`src/rtl/agen_pkg.sv`:
```
package agen_pkg;
  localparam int AGEN_MW = 3;

  typedef enum logic [AGEN_MW-1:0] {
    AM_IND     = 3'd0,
    AM_POSTINC = 3'd1,
    AM_POSTDEC = 3'd2,
    AM_PREINC  = 3'd3,
    AM_PREDEC  = 3'd4,
    AM_OFFSET  = 3'd5
  } agen_mode_e;

  localparam int SZ_W    = 5;
  localparam int SZ0_LSB = 16;
  localparam int SZ1_LSB = SZ0_LSB + SZ_W;

  // Mask covering the low n+1 bits of a w-bit address.
  function automatic logic [63:0] blk_mask(input logic [SZ_W-1:0] n, input int w);
    logic [63:0] m;
    m = '0;
    for (int i = 0; i < 64; i++)
      m[i] = (i < w) && (i <= int'(n));
    return m;
  endfunction

  // Add a two's-complement delta, letting only the masked bits move.
  function automatic logic [63:0] wrap_step(input logic [63:0] base, input logic [63:0] delta,
                                            input logic [63:0] mask, input logic circ);
    logic [63:0] lin;
    lin = base + delta;
    return circ ? ((base & ~mask) | (lin & mask)) : lin;
  endfunction
endpackage

```
`src/rtl/agen_circ_decode.sv`:
```
module agen_circ_decode
  import agen_pkg::*;
#(
  parameter int IDX_W = 5,
  parameter int CW    = 32
) (
  input  logic [IDX_W-1:0] idx,
  input  logic [CW-1:0]    ctrl,
  output logic             circ,
  output logic [SZ_W-1:0]  nsel
);
  logic [3:0] num;
  logic       capable;
  logic [1:0] field;
  logic [3:0] fpos;

  assign num     = idx[3:0];
  assign capable = (num >= 4'd4) && (num <= 4'd7);
  assign fpos    = {idx[IDX_W-1], num[1:0], 1'b0};
  assign field   = ctrl[fpos +: 2];

  always_comb begin
    circ = 1'b0;
    nsel = ctrl[SZ0_LSB +: SZ_W];
    if (capable) begin
      case (field)
        2'b01: begin circ = 1'b1; nsel = ctrl[SZ0_LSB +: SZ_W]; end
        2'b10: begin circ = 1'b1; nsel = ctrl[SZ1_LSB +: SZ_W]; end
        default: circ = 1'b0;
      endcase
    end
  end

  always_comb begin
    p_circ_capable_r11 : assert (!circ || capable) else $error("wrap on non-capable register");
  end
endmodule

```
`src/rtl/agen_step.sv`:
```
module agen_step
  import agen_pkg::*;
#(
  parameter int AW = 32
) (
  input  logic [AW-1:0]   base,
  input  logic [AW-1:0]   delta,
  input  logic            circ,
  input  logic [SZ_W-1:0] nsel,
  output logic [AW-1:0]   res
);
  logic [63:0] mask64;
  logic [63:0] res64;
  logic [AW-1:0] hi_mask;

  assign mask64  = blk_mask(nsel, AW);
  assign res64   = wrap_step(64'(base), {{(64-AW){delta[AW-1]}}, delta}, mask64, circ);
  assign res     = res64[AW-1:0];
  assign hi_mask = ~mask64[AW-1:0];

  always_comb begin
    p_wrap_keeps_high_r9 : assert (!circ || ((res & hi_mask) == (base & hi_mask)))
      else $error("wrap disturbed bits above buffer size");
  end
endmodule

```
`src/rtl/ptr_agen.sv`:
```
module ptr_agen
  import agen_pkg::*;
#(
  parameter int AW    = 32,
  parameter int DW    = 16,
  parameter int IDX_W = 5,
  parameter int CW    = 32
) (
  input  logic [AW-1:0]      ptr_in,
  input  logic [IDX_W-1:0]   ptr_idx,
  input  logic [DW-1:0]      disp,
  input  logic               disp_dflt,
  input  logic [AGEN_MW-1:0] amode,
  input  logic [CW-1:0]      mode_word,
  output logic [AW-1:0]      eff_addr,
  output logic [AW-1:0]      ptr_new,
  output logic               wb_en
);
  logic [AW-1:0]   d_ext;
  logic [AW-1:0]   delta;
  logic            step_neg;
  logic            circ_act;
  logic [SZ_W-1:0] size_code;
  logic [AW-1:0]   stepped;
  logic            is_post, is_pre, is_off;

  assign d_ext    = disp_dflt ? AW'(1) : AW'(disp);
  assign step_neg = (amode == AM_POSTDEC) || (amode == AM_PREDEC);
  assign delta    = step_neg ? (~d_ext + AW'(1)) : d_ext;
  assign is_post  = (amode == AM_POSTINC) || (amode == AM_POSTDEC);
  assign is_pre   = (amode == AM_PREINC)  || (amode == AM_PREDEC);
  assign is_off   = (amode == AM_OFFSET);

  agen_circ_decode #(.IDX_W(IDX_W), .CW(CW)) u_dec (
    .idx  (ptr_idx),
    .ctrl (mode_word),
    .circ (circ_act),
    .nsel (size_code)
  );

  agen_step #(.AW(AW)) u_step (
    .base  (ptr_in),
    .delta (delta),
    .circ  (circ_act),
    .nsel  (size_code),
    .res   (stepped)
  );

  always_comb begin
    eff_addr = ptr_in;
    ptr_new  = ptr_in;
    wb_en    = 1'b0;
    if (is_post) begin
      ptr_new = stepped;
      wb_en   = 1'b1;
    end else if (is_pre) begin
      eff_addr = stepped;
      ptr_new  = stepped;
      wb_en    = 1'b1;
    end else if (is_off) begin
      eff_addr = stepped;
    end
  end

  always_comb begin
    p_ind_nowb_r1 : assert (amode != AM_IND || (!wb_en && eff_addr == ptr_in))
      else $error("indirect mode altered pointer");
    p_post_addr_r2 : assert (!is_post || (eff_addr == ptr_in && wb_en))
      else $error("post mode address wrong");
    p_pre_same_r4 : assert (!is_pre || (eff_addr == ptr_new && wb_en))
      else $error("pre mode outputs differ");
    p_off_nowb_r5 : assert (!is_off || (!wb_en && ptr_new == ptr_in))
      else $error("offset mode wrote back");
  end
endmodule

```
`config.mk`:
```
export PLATFORM = sky130hd
export DESIGN_NAME = ptr_agen
export DESIGN_NICKNAME = d
export VERILOG_FILES = /design/src/rtl/agen_pkg.sv /design/src/rtl/agen_circ_decode.sv /design/src/rtl/agen_step.sv /design/src/rtl/ptr_agen.sv
export SDC_FILE = /design/constraint.sdc
export NUM_CORES = 1
export LEC_CHECK = 0
export BUFFER_PORTS_ARGS = -buffer_cell sky130_fd_sc_hd__buf_4
export CORE_MARGIN = 2
export CORE_UTILIZATION = 30
export DETAILED_ROUTE_END_ITERATION = 16
export GPL_TIMING_DRIVEN = 0
export PLACE_DENSITY = 0.55
export SLEW_MARGIN = 20
export SYNTH_ARGS = -nofsm -noshare
export SYNTH_HDL_FRONTEND = slang
export SYNTH_HIERARCHICAL = 1
export SYNTH_SLANG_ARGS = --single-unit
export TNS_END_PERCENT = 10
```
`constraint.sdc`:
```
create_clock -name vclk -period 10.5
set_clock_uncertainty 0.2 [all_clocks]
set_input_delay 2.1 -clock vclk [all_inputs]
set_output_delay 2.1 -clock vclk [all_outputs]
set_load 0.1 [all_outputs]
```
==> results.json, run 1 <==
{
  "grt_first_pass_wirelength_mm": 24.2,
  "place_congestion": 0.957,
  "cts-resized-gates": 0,
  "end_kind": "output pin",
  "synth_xor_area_share_pct": 7.66,
  "hpwl_mm": 13.1,
  "peakVddDrop_mv": 0.104,
  "cp_cell_sequence": "buf_4 -> clkbuf_1 -> nor2_1 -> ha_1 -> inv_1 -> o21ai_1 -> xnor2_1 -> ha_1 -> and2_4 -> a221oi_2 -> o21bai_1 -> a221o_1 -> a221oi_2 -> o21ai_1 -> mux2_4 -> mux2_2 -> buf_4",
  "grt_setup_unrepaired": "no",
  "cap_viol_max_count": 0,
  "final_cell_mix": "buf_4 (152), mux2_2 (82), a21oi_1 (69), nand2_1 (56), nor2_1 (49)",
  "area_growth_pct": 33.3,
  "rows": 42,
  "ys_seq_area_share_pct": 0,
  "synthMuxAreaShare_pct": 27.1,
  "dp_slack_ps": 1560,
  "dp_cells": 885,
  "syn_nets": 684,
  "final-seq-area_sq_um": 0,
  "slew_headroom_pct": 24.1,
  "die_h_microns": 119,
  "critPathMaxStageDelay_ps": 530,
  "p_per_area_nw_per_um2": 163,
  "crit_path_start_kind": "primary input",
  "core_area_sq_um": 13100,
  "dieArea_sq_um": 14300,
  "synth.distinct_cells": 59,
  "layoutNonFillerInstCount": 885,
  "initialDrtViolationCount": 321,
  "synth_area_sq_um": 4000,
  "crit_path_max_fanout": 10,
  "synthSimpleGateAreaFrac_pct": 19.6,
  "grt-ovfl-total": 0,
  "vias_per_cell": 5.48,
  "final_hold_viol_count": 0,
  "synth_warnings": 6,
  "drcViolationCount": 0,
  "n_antenna_cell": 0,
  "setup_viol": 0,
  "grt_start_max_net_pins": 11,
  "seq_cells": 0,
  "syn_inst": 561,
  "port_buffers": 148,
  "synth_top_family_by_area": "compound AO/OA/AOI/OAI gates",
  "synthAdderAreaFrac_pct": 10.8,
  "syn-mean-instance-area_sq_um": 7.13,
  "final_max_slew_viol_count": 0,
  "timing.fmax_mhz": 112,
  "final_common_cell": "buf_4",
  "drive_gt1_share_pct": 37.0,
  "layout_setup_ws_ps": 1540,
  "postCtsSetupBuffers": 0,
  "routed_wl_mm": 15.6,
  "finalCriticalPeriod_ps": 8970,
  "grt_use_total_pct": 20.7,
  "start_util_pct": 30.5,
  "setup.worst_path.end": "ptr_new[30]",
  "n_fill_cell": 1372,
  "whs_ps": 4500,
  "critical_path_buf_inv_count": 4,
  "leakagePower_nw": 2.37,
  "worst_slew_pin_slew_ps": 1130,
  "outcome": "complete, no violations",
  "crit_slowest_cell": "o21ai_1",
  "nClkBuffers": 0,
  "synth-compound-area-share_pct": 30.2,
  "crit_arrival_ps": 6660,
  "cp_top_family": "compound AO/OA/AOI/OAI gates",
  "grt_pass1_vias": 4548,
  "worstSetupPathDepth": 17,
  "via_count": 4849,
  "cp.required_ps": 8200,
  "period_share_pct": 85.4,
  "nets": 834,
  "path_class": "in -> out",
  "power_mw": 0.871,
  "worstSetupStartpoint": "disp_dflt",
  "antenna_found_initial": 0,
  "first_pass_iters": 5,
  "antenna_left": 0,
  "min_path_type": "in -> out",
  "die-width_microns": 119,
  "holdBufCountCts": 0,
  "setup_tns_ps": 0,
  "io_pins": 154,
  "avgRoutedWirePerCell_microns": 17.6
}
## worst min-delay path, cell delays in order
cell and delay [ps]:
buf_4 90, mux2_2 130, buf_4 280
## final cells by class
cell class | count | area [sq um] | share of cell area (%)
repair buffers | 148 | 1110 | 20.8
plain buffers | 28 | 130 | 2.44
inverters | 15 | 56.3 | 1.06
multi-input cells | 518 | 3810 | 71.5
well taps | 176 | 220 | 4.13
## cell usage after synthesis, types with 3 or more instances
cell type	number	share of area, %
a21bo_2	7	1.8
and3_1	4	0.63
nand2b_1	3	0.47
a221o_1	3	0.75
clkbuf_1	16	1.5
nor4_1	8	1.3
o211ai_1	3	0.56
nor3_1	9	1.1
a21o_1	11	2.1
mux4_1	4	2.6
ha_1	33	10
a21oi_1	69	8.6
o21ai_0	41	5.1
nand3_1	10	1.3
buf_2	8	1.0
a31o_2	3	0.66
o31ai_1	3	0.56
xnor2_1	19	4.2
a211oi_1	6	1.1
inv_1	15	1.4
o21bai_1	8	1.5
and2_1	3	0.47
buf_4	4	0.75
xor2_1	16	3.5
nand4_1	6	0.94
mux2i_1	4	1.0
nand2_1	56	5.3
mux2_2	82	23
o21a_1	5	0.94
nor2_1	49	4.6
a31oi_1	14	2.2
## routing by layer
layer	wire length [microns]	track usage, %
met5	0	0
met4	227	2.79
met3	1090	2.09
met2	7080	33.8
met1	7160	30.0
## how the worst min path moves through the flow
stage / from / end / slack [ps] / depth (start not counted)
floorplan: amode[2] / wb_en / 4410 / 2
global route: ptr_in[0] / eff_addr[0] / 4510 / 3
global placement: ptr_in[0] / eff_addr[0] / 4500 / 3
CTS: ptr_in[0] / ptr_new[0] / 4500 / 3
finish: ptr_in[0] / ptr_new[0] / 4500 / 3
detailed placement: ptr_in[0] / ptr_new[0] / 4500 / 3
## power breakdown
| group | switching [mW] | total [mW] | internal, mW |
|---|---|---|---|
| Combinational | 0.626 | 0.871 | 0.245 |
| Clock | 0 | 0 | 0 |
| Sequential | 0 | 0 | 0 |
| Total | 0.626 | 0.871 | 0.245 |
## stage by stage
| stage | cell area, sq um | util (%) |
|---|---|---|
| after global routing | 5330 | 40.6 |
| after global placement | 5330 | 40.6 |
| after detailed placement | 5330 | 40.6 |
| final | 5330 | 40.6 |
| after floorplan | 4000 | - |
| after CTS | 5330 | 40.6 |
## kinds of logic after synthesis
| kind of cell | count (synthesis) |
|---|---|
| AO/OA/AOI/OAI | 192 |
| AND/OR/NAND/NOR | 166 |
| multiplexers | 91 |
| buffers and inverters | 43 |
| XOR/XNOR | 35 |
| adder cells (fa/ha/maj) | 34 |
(Power assumes the default switching activity.)
==> run 2: changes to the inputs <==
--- a/config.mk
+++ b/config.mk
@@ -10,7 +10,7 @@
 export CORE_UTILIZATION = 30
 export DETAILED_ROUTE_END_ITERATION = 16
 export GPL_TIMING_DRIVEN = 0
-export PLACE_DENSITY = 0.55
+export SETUP_SLACK_MARGIN = 0.1
 export SLEW_MARGIN = 20
 export SYNTH_ARGS = -nofsm -noshare
 export SYNTH_HDL_FRONTEND = slang
==> results.json, run 2 (synthesis gave the netlist of run 1 again) <==
{
  "outcome": "complete, no violations",
  "n_fill_cell": 1448,
  "antenna_left": 0,
  "path_class": "in -> out",
  "period_share_pct": 87.5,
  "final-seq-area_sq_um": 0,
  "nets": 834,
  "wl_met2_mm": 7.04,
  "first_pass_iters": 5,
  "grt-ovfl-total": 0,
  "initialDrtViolationCount": 310,
  "setup_viol": 0,
  "cp_cell_sequence": "buf_4 -> inv_1 -> clkbuf_1 -> nand2_1 -> ha_1 -> inv_1 -> a21oi_1 -> a311oi_1 -> ha_1 -> a21oi_1 -> o211ai_1 -> and2_1 -> a221o_1 -> a221oi_2 -> o21ai_1 -> mux2_4 -> mux2_2 -> buf_4",
  "power_frac_comb_pct": 100.0,
  "drive_gt1_share_pct": 37.0,
  "wl_met1_mm": 7.22,
  "min_path_type": "in -> out",
  "final_common_cell": "buf_4",
  "whs_ps": 4500,
  "slew_headroom_pct": 28.5,
  "cp.required_ps": 8200,
  "cts-resized-gates": 0,
  "start_util_pct": 30.5,
  "worst_slew_pin_slew_ps": 1060,
  "power_mw": 0.872,
  "topRoutingLayerUsed": "met4",
  "peakVddDrop_mv": 0.137,
  "final_cell_mix": "buf_4 (152), mux2_2 (82), a21oi_1 (69), nand2_1 (56), nor2_1 (49)",
  "die-width_microns": 119,
  "timing.fmax_mhz": 109,
  "finalCriticalPeriod_ps": 9180,
  "end_kind": "output pin",
  "rows": 42,
  "p_per_area_nw_per_um2": 163,
  "drcViolationCount": 0,
  "grt_pass1_vias": 4753,
  "cap_viol_max_count": 0,
  "io_pins": 154,
  "seq_cells": 0,
  "port_buffers": 148,
  "area_growth_pct": 33.3,
  "crit_slowest_cell": "a311oi_1",
  "n_antenna_cell": 0,
  "grt_use_total_pct": 20.8,
  "grt_first_pass_wirelength_mm": 24.6,
  "p_int_mw": 0.245,
  "crit_path_max_fanout": 10,
  "nClkBuffers": 0,
  "final_max_slew_viol_count": 0,
  "dieArea_sq_um": 14300,
  "leakagePower_nw": 2.37,
  "vias_per_cell": 5.59,
  "die_h_microns": 119,
  "holdBufCountCts": 0,
  "crit_path_start_kind": "primary input",
  "clockPowerShare_pct": 0,
  "crit_arrival_ps": 6880,
  "place_congestion": 0.940,
  "dr_wl_met3_microns": 922,
  "final_hold_viol_count": 0,
  "postCtsSetupBuffers": 0,
  "grt_setup_unrepaired": "no",
  "routed_wl_mm": 15.4,
  "sw_frac_of_total_pct": 71.8,
  "grt_start_max_net_pins": 11,
  "hpwl_mm": 12.9,
  "power.switching_mw": 0.626,
  "setup_tns_ps": 0,
  "power_frac_seq_pct": 0,
  "antenna_found_initial": 0,
  "core_area_sq_um": 13100,
  "via_count": 4947,
  "avgRoutedWirePerCell_microns": 17.4,
  "critPathMaxStageDelay_ps": 580
}
==> run 2: cell counts in the layout (fill, tap and decap cells not counted) <==
Identical to the previous run, type by type.
==> run 2: power groups by stage <==
stage	Combinational [mW]	Clock (mW)	Sequential, mW
2_1_floorplan	0.684	0	0
3_3_place_gp	0.860	0	0
3_5_place_dp	0.865	0	0
4_1_cts	0.868	0	0
5_1_grt	0.916	0	0
6_report	0.872	0	0
==> run 2: per-layer routing <==
metal | GRT usage [%] | vias up
met1 | 30.1 | 2330
li1 | - | 2422
met3 | 0.903 | 14
met5 | 0 | -
met2 | 35.1 | 181
met4 | 2.65 | 0
==> run 2: final cells by class <==
cell class	count	area, sq um	area share (%)
buffer	28	130	2.44
inverter	15	56.3	1.06
multi-input combinational	518	3810	71.5
tap	176	220	4.13
timing repair buffer	148	1110	20.8
==> run 2: worst max-delay path: cells and delay by family <==
kind                       cells  cell delay, ps
buffers and inverters          5             920
muxes                          2             590
adders and majority gates      2             690
AOI/OAI and AO/OA              7            2180
and+or+nand+nor                2             380
==> run 2: final timing paths <==
check,start,end,slack [ps],depth (start not counted)
setup / recovery,disp_dflt,ptr_new[30],1320,18
hold / removal,ptr_in[0],eff_addr[0],4500,3
==> run 2: metrics by stage <==
stage	worst slack, ps	std cells	area, sq um	utilization, %
after floorplan	2480	561	4000	-
after global placement	1470	885	5330	40.6
after detailed placement	1520	885	5330	40.6
after CTS	1490	885	5330	40.6
after global routing	1070	885	5330	40.6
final	1320	885	5330	40.6
